===== src/rtl/rxec_pkg.sv =====
package rxec_pkg;
  typedef enum logic [1:0] {
    ST_IDLE = 2'd0,
    ST_WAIT = 2'd1,
    ST_RECV = 2'd2
  } rx_state_t;
endpackage


===== src/rtl/rxec_sync.sv =====
module rxec_sync #(
  parameter int STAGES = 2
) (
  input  logic clk,
  input  logic rst,
  input  logic din,
  output logic edge_o
);
  logic [STAGES:0] chain;

  always_ff @(posedge clk) begin
    if (rst) chain[0] <= 1'b0;
    else     chain[0] <= din;
  end

  for (genvar g = 1; g <= STAGES; g++) begin : g_stage
    always_ff @(posedge clk) begin
      if (rst) chain[g] <= 1'b0;
      else     chain[g] <= chain[g-1];
    end
  end

  // chain[STAGES-1] is the synchronized level; chain[STAGES] its history
  assign edge_o = chain[STAGES] ^ chain[STAGES-1];
endmodule


===== src/rtl/rxec_timer.sv =====
module rxec_timer
  import rxec_pkg::*;
#(
  parameter int CLK_DIV     = 32,
  parameter int START_DELAY = 490,
  parameter int WIN_LEN     = 150,
  parameter int MAX_BITS    = 16,
  localparam int NB_W   = $clog2(MAX_BITS + 1),
  localparam int IDX_W  = (MAX_BITS > 1) ? $clog2(MAX_BITS) : 1,
  localparam int PRE_W  = (CLK_DIV > 1) ? $clog2(CLK_DIV) : 1,
  localparam int TMAX   = (START_DELAY > WIN_LEN) ? START_DELAY : WIN_LEN,
  localparam int TCNT_W = $clog2(TMAX + 1)
) (
  input  logic             clk,
  input  logic             rst,
  input  logic             start,
  input  logic [NB_W-1:0]  num_bits,
  output logic             win_open,
  output logic             win_start,
  output logic             win_end,
  output logic             last_win,
  output logic             zero_len,
  output logic [IDX_W-1:0] bit_idx,
  output logic [NB_W-1:0]  n_lat
);
  rx_state_t          st;
  logic [PRE_W-1:0]   pre;
  logic [TCNT_W-1:0]  tcnt;
  logic               tick;
  logic [NB_W-1:0]    n_clamp;

  assign n_clamp  = (num_bits > NB_W'(MAX_BITS)) ? NB_W'(MAX_BITS) : num_bits;
  assign zero_len = start && (n_clamp == '0);
  assign tick     = (pre == PRE_W'(CLK_DIV - 1));

  assign win_open  = (st == ST_RECV);
  assign win_start = !start && (st == ST_WAIT) && tick &&
                     (tcnt == TCNT_W'(START_DELAY - 1));
  assign win_end   = !start && (st == ST_RECV) && tick &&
                     (tcnt == TCNT_W'(WIN_LEN - 1));
  assign last_win  = win_end && ((NB_W'(bit_idx) + 1'b1) == n_lat);

  always_ff @(posedge clk) begin
    if (rst) begin
      pre <= '0;
    end else if (start || tick) begin
      pre <= '0;
    end else begin
      pre <= pre + 1'b1;
    end
  end

  always_ff @(posedge clk) begin
    if (rst) begin
      st      <= ST_IDLE;
      tcnt    <= '0;
      bit_idx <= '0;
      n_lat   <= '0;
    end else if (start) begin
      st      <= (n_clamp == '0) ? ST_IDLE : ST_WAIT;
      tcnt    <= '0;
      bit_idx <= '0;
      n_lat   <= n_clamp;
    end else if (tick) begin
      case (st)
        ST_WAIT: begin
          if (win_start) begin
            st   <= ST_RECV;
            tcnt <= '0;
          end else begin
            tcnt <= tcnt + 1'b1;
          end
        end
        ST_RECV: begin
          if (win_end) begin
            tcnt    <= '0;
            bit_idx <= bit_idx + 1'b1;
            if (last_win) st <= ST_IDLE;
          end else begin
            tcnt <= tcnt + 1'b1;
          end
        end
        default: begin
          tcnt <= '0;
        end
      endcase
    end
  end
endmodule


===== src/rtl/rxec_edgecnt.sv =====
module rxec_edgecnt #(
  parameter int CNT_W  = 8,
  parameter int CNT_LO = 20,
  parameter int CNT_HI = 60
) (
  input  logic             clk,
  input  logic             rst,
  input  logic             clr,
  input  logic             close,
  input  logic             en,
  input  logic             edge_i,
  output logic [CNT_W-1:0] cnt,
  output logic             bit_o
);
  logic [CNT_W-1:0] nxt;
  logic             inc;

  assign inc   = en && edge_i;
  assign nxt   = (inc && (cnt != {CNT_W{1'b1}})) ? cnt + 1'b1 : cnt;
  assign bit_o = (nxt > CNT_W'(CNT_LO)) && (nxt < CNT_W'(CNT_HI));

  always_ff @(posedge clk) begin
    if (rst || clr || close) cnt <= '0;
    else                     cnt <= nxt;
  end
endmodule


===== src/rtl/rxec_top.sv =====
module rxec_top
  import rxec_pkg::*;
#(
  parameter int CLK_DIV     = 32,
  parameter int START_DELAY = 490,
  parameter int WIN_LEN     = 150,
  parameter int MAX_BITS    = 16,
  parameter int CNT_W       = 8,
  parameter int CNT_LO      = 20,
  parameter int CNT_HI      = 60,
  parameter int SYNC_STAGES = 2,
  localparam int NB_W  = $clog2(MAX_BITS + 1),
  localparam int IDX_W = (MAX_BITS > 1) ? $clog2(MAX_BITS) : 1
) (
  input  logic                clk,
  input  logic                rst,
  input  logic                start,
  input  logic [NB_W-1:0]     num_bits,
  input  logic                rx_in,
  output logic [MAX_BITS-1:0] data_out,
  output logic                done
);
  logic             rx_edge;
  logic             win_open, win_start, win_end, last_win, zero_len;
  logic [IDX_W-1:0] bit_idx;
  logic [NB_W-1:0]  n_lat;
  logic [CNT_W-1:0] cnt;
  logic             win_bit;
  logic [MAX_BITS-1:0] acc;
  logic [MAX_BITS-1:0] bit_mask;

  rxec_sync #(.STAGES(SYNC_STAGES)) u_sync (
    .clk    (clk),
    .rst    (rst),
    .din    (rx_in),
    .edge_o (rx_edge)
  );

  rxec_timer #(
    .CLK_DIV     (CLK_DIV),
    .START_DELAY (START_DELAY),
    .WIN_LEN     (WIN_LEN),
    .MAX_BITS    (MAX_BITS)
  ) u_timer (
    .clk       (clk),
    .rst       (rst),
    .start     (start),
    .num_bits  (num_bits),
    .win_open  (win_open),
    .win_start (win_start),
    .win_end   (win_end),
    .last_win  (last_win),
    .zero_len  (zero_len),
    .bit_idx   (bit_idx),
    .n_lat     (n_lat)
  );

  rxec_edgecnt #(
    .CNT_W  (CNT_W),
    .CNT_LO (CNT_LO),
    .CNT_HI (CNT_HI)
  ) u_cnt (
    .clk    (clk),
    .rst    (rst),
    .clr    (win_start || start),
    .close  (win_end),
    .en     (win_open && !start),
    .edge_i (rx_edge),
    .cnt    (cnt),
    .bit_o  (win_bit)
  );

  assign bit_mask = MAX_BITS'(1) << bit_idx;

  always_ff @(posedge clk) begin
    if (rst) begin
      acc      <= '0;
      data_out <= '0;
      done     <= 1'b0;
    end else begin
      done <= 1'b0;
      if (zero_len) begin
        acc      <= '0;
        data_out <= '0;
        done     <= 1'b1;
      end else if (start) begin
        acc <= '0;
      end else if (win_end) begin
        if (win_bit) acc <= acc | bit_mask;
        if (last_win) begin
          data_out <= win_bit ? (acc | bit_mask) : acc;
          done     <= 1'b1;
        end
      end
    end
  end
endmodule


===== config.mk =====
export PLATFORM = sky130hd
export DESIGN_NAME = rxec_top
export DESIGN_NICKNAME = d
export VERILOG_FILES = /design/src/rtl/rxec_pkg.sv /design/src/rtl/rxec_sync.sv /design/src/rtl/rxec_timer.sv /design/src/rtl/rxec_edgecnt.sv /design/src/rtl/rxec_top.sv
export SDC_FILE = /design/constraint.sdc
export NUM_CORES = 1
export LEC_CHECK = 0
export BUFFER_PORTS_ARGS = -buffer_cell sky130_fd_sc_hd__buf_2
export CORE_AREA = 2 2 79 81
export CTS_CLUSTER_SIZE = 40
export DETAILED_ROUTE_END_ITERATION = 10
export DIE_AREA = 0 0 81 83
export MAX_ROUTING_LAYER = met4
export PLACE_DENSITY = 0.76
export SETUP_SLACK_MARGIN = 0.05
export SYNTH_ARGS = -nofsm -noshare
export SYNTH_HDL_FRONTEND = slang
export SYNTH_SLANG_ARGS = --single-unit

===== constraint.sdc =====
create_clock -name clk -period 3.5 [get_ports clk]
set_clock_uncertainty 0.1 [all_clocks]
set_input_delay 0.35 -clock clk [delete_from_list [all_inputs] [get_ports clk]]
set_output_delay 0.35 -clock clk [all_outputs]
set_load 0.02 [all_outputs]

==> out/qor.json <==
{
  "cts_inserted_buffers": 9,
  "yosys.cell_count.top_type": "dfxtp_1",
  "grt_antenna_before_repair": 0,
  "status": "finished, final reports clean",
  "initial_core_util_pct": 57.1,
  "detailedPlacementHpwl_mm": 4.90,
  "yosysUniqueCellTypes": 52,
  "worst_path_dominant_cell_family": "simple AND/OR/NAND/NOR gates",
  "synth_commonest_cells": "dfxtp_1 (69), nand2_1 (47), nor2_1 (33), o21ai_0 (26), nand3_1 (21)",
  "report.final.slew_viol_count": 0,
  "criticalPathCategory": "flop to flop",
  "unrepaired_setup_endpoints_after_global_routing": "no",
  "timing.critical_path.arrival_ps": 3120,
  "antenna_violating_nets_post_route": 0,
  "first_iter_violations": 196,
  "critical_path_required_ps": 3610,
  "critPathSlowestCell": "dfxtp_1",
  "finalWeightedCongestion": 0.902,
  "clk_pin_slew_worst_paths_ps": 70,
  "ys_async_sr_fraction_pct": 0,
  "num-fill-cells": 493,
  "ir_worst_vdd_mv": 0.223,
  "clkPwrFrac_pct": 45.1,
  "min-delay-start": "rx_in",
  "detailedPlace.worstSlack_ps": 517,
  "total_leakage_power_nw": 1.42,
  "setup_fix_bufs_post_cts": 0,
  "grt_start_max_net_pins": 23,
  "critical_path_buf_inv_count": 1,
  "finalCoreUtilization_pct": 63.7,
  "avgViaCountPerCell": 5.76,
  "dominantRegCellSynth": "dfxtp_1",
  "routed_wl_mm": 6.86,
  "yosysSeqAreaShare_pct": 41.6,
  "drc_errors": 0,
  "hold_buffers": 0,
  "max_stage_delay_ps": 560,
  "power_frac_comb_pct": 3.3,
  "critPathMaxFanout": 16,
  "crit-reg2reg-capture": "data_out[12]$_SDFFE_PP0P_",
  "max_freq_mhz": 332,
  "setup_viol_count_final": 0,
  "design.die.area_sq_um": 6720,
  "postSynthCellCount": 373,
  "core_area_sq_um": 5820,
  "final_nets": 420,
  "sort_of_element_at_the_end_of_the_critical_path": "flop",
  "buffers_added_on_ports": 25,
  "die_y_um": 83,
  "final.period_utilization_pct": 86.0,
  "pwr_density_cell_nw_per_um2": 416,
  "startpoint_of_the_worst_slack_reg_to_reg_timing_path": "u_timer.bit_idx[2]$_SDFFE_PP0P_",
  "insertedDiodeCount": 0,
  "finalSetupTns_ps": 0,
  "cell_internal_pwr_mw": 1.21,
  "ios": 26,
  "critical_path.startpoint_type": "flop",
  "area.growth.synth_to_final_pct": 11.6,
  "worst_hold_path.endpoint": "u_sync.chain[0]$_SDFF_PP0_",
  "clock_tree_from_tritoncts": "done",
  "std_cell_rows": 28,
  "final.min_clock_period_ps": 3010,
  "gr_ovfl_total": 0,
  "critical_path_cell_by_cell": "inv_1 -> ha_1 -> xnor2_1 -> nor3_1 -> nand4_2 -> mux2_2 -> nand2_1 -> o31ai_1",
  "track_usage_pct": 22.0,
  "first_global_vias": 2538,
  "seq_power_share_pct": 51.6,
  "netSwitchingFraction_pct": 21.5,
  "synth.ff_latch_count": 69,
  "drive_gt1_share_pct": 16.9,
  "total_switching_power_mw": 0.332,
  "rrSetupSlack_ps": 490,
  "cts_htree_levels": 3,
  "cap_viol_max_count": 0,
  "dr_total_vias": 2755,
  "cts_sinks": 69,
  "tightestPinTransition_ps": 944,
  "fp.dieW_um": 81,
  "cts-resized-gates": 0,
  "synth.yosys.warnings": 0,
  "synth_top_cell_area_share_pct": 41.6,
  "synthDominantAreaCellType": "dfxtp_1",
  "first_pass_iters": 5,
  "clock_latency_on_the_worst_skew_pair_ps": 340,
  "slew-limit-headroom_pct": 36.9,
  "mappedNetlistArea_sq_um": 3320,
  "ctsRootBufferMaster": "clkbuf_8",
  "holdCritPathClass": "input port to flop",
  "syn-mean-instance-area_sq_um": 8.91,
  "synthesis.nets": 395,
  "synth_edf_count": 0,
  "grt_pass1_wl_mm": 11.5,
  "postLayoutSetupSlackWorst_ps": 489,
  "reg2reg_depth": 8,
  "hold_violations": 0,
  "clock_path_buffers": 2,
  "min_delay_path_depth": 2,
  "synth.area.top_cells": "dfxtp_1 (42%), nand2_1 (5.3%), ha_1 (4.9%)",
  "routedWlPerCell_um": 14.3
}
-- layout by cell type (no fill, tap or decap), drive strengths merged, types with 13 or more instances in the layout --
master,count
buf,28
dfxtp,69
ha,13
inv,13
mux2,13
nand2,47
nand3,21
nor2,33
o21ai,26
o31ai,18
-- metal layers --
metal,track usage [%],up-vias,share of wire [%]
met5,-,-,0
met4,10.3,0,2.3
met3,3.70,16,4.9
met2,34.3,82,46
met1,27.7,1276,46
li1,-,1381,-
-- power by group through the flow --
stage / combinational [mW] / sequential (mW) / clock (mW)
6_report: 0.0505 / 0.796 / 0.695
3_3_place_gp: 0.0488 / 0.814 / 0
2_1_floorplan: 0.0360 / 0.813 / 0
5_1_grt: 0.0559 / 0.796 / 0.736
3_5_place_dp: 0.0497 / 0.814 / 0
4_1_cts: 0.0502 / 0.796 / 0.704
-- worst max path at each step --
stage,cells after the start,to,slack [ps],startpoint
2_1_floorplan,9,data_out[0]$_SDFFE_PP0P_,990,u_timer.st[0]$_SDFFE_PP0P_
3_3_place_gp,8,data_out[15]$_SDFFE_PP0P_,530,u_timer.bit_idx[2]$_SDFFE_PP0P_
3_5_place_dp,8,data_out[7]$_SDFFE_PP0P_,520,u_timer.bit_idx[2]$_SDFFE_PP0P_
4_1_cts,8,data_out[7]$_SDFFE_PP0P_,520,u_timer.bit_idx[2]$_SDFFE_PP0P_
5_1_grt,8,data_out[5]$_SDFFE_PP0P_,280,u_timer.bit_idx[2]$_SDFFE_PP0P_
6_report,8,data_out[12]$_SDFFE_PP0P_,490,u_timer.bit_idx[2]$_SDFFE_PP0P_
-- metrics by stage --
step / cell area [sq um] / power, mW / hold WS [ps] / instances
final: 3710 / 1.54 / 127 / 478
after floorplan: 3320 / 0.849 / 314 / 373
after detailed placement: 3490 / 0.864 / 325 / 462
after CTS: 3710 / 1.55 / 118 / 478
after global routing: 3710 / 1.59 / 133 / 478
after global placement: 3490 / 0.862 / 323 / 462
-- layout make-up --
type	count	area [sq um]	share of cell area, %
Inverter	14	52.6	1.42
Clock inverter	6	87.6	2.36
Timing Repair Buffer	28	148	3.98
Sequential cell	69	1380	37.3
Tap cell	75	93.8	2.53
Multi-Input combinational cell	276	1820	49.0
Clock buffer	10	128	3.44
-- state kept, by name (all words and copies together), names as in the netlist --
register and flops:
u_timer.n_lat 5, u_cnt.cnt 8, data_out 16, done 1
u_timer.bit_idx 4, acc 16, u_sync.chain 3, u_timer.tcnt 9
u_timer.st 2, u_timer.pre 5
-- cells by family after synthesis --
logic type,after synthesis,share of synthesized area (%)
adder cells (fa/ha/maj),13,4.90
XOR/XNOR,17,4.71
AND/OR/NAND/NOR,150,22.5
multiplexers,23,7.42
AO/OA/AOI/OAI,73,15.1
buffers and inverters,28,3.77
flip-flops,69,41.6
Power figures use the tool's default switching activity.
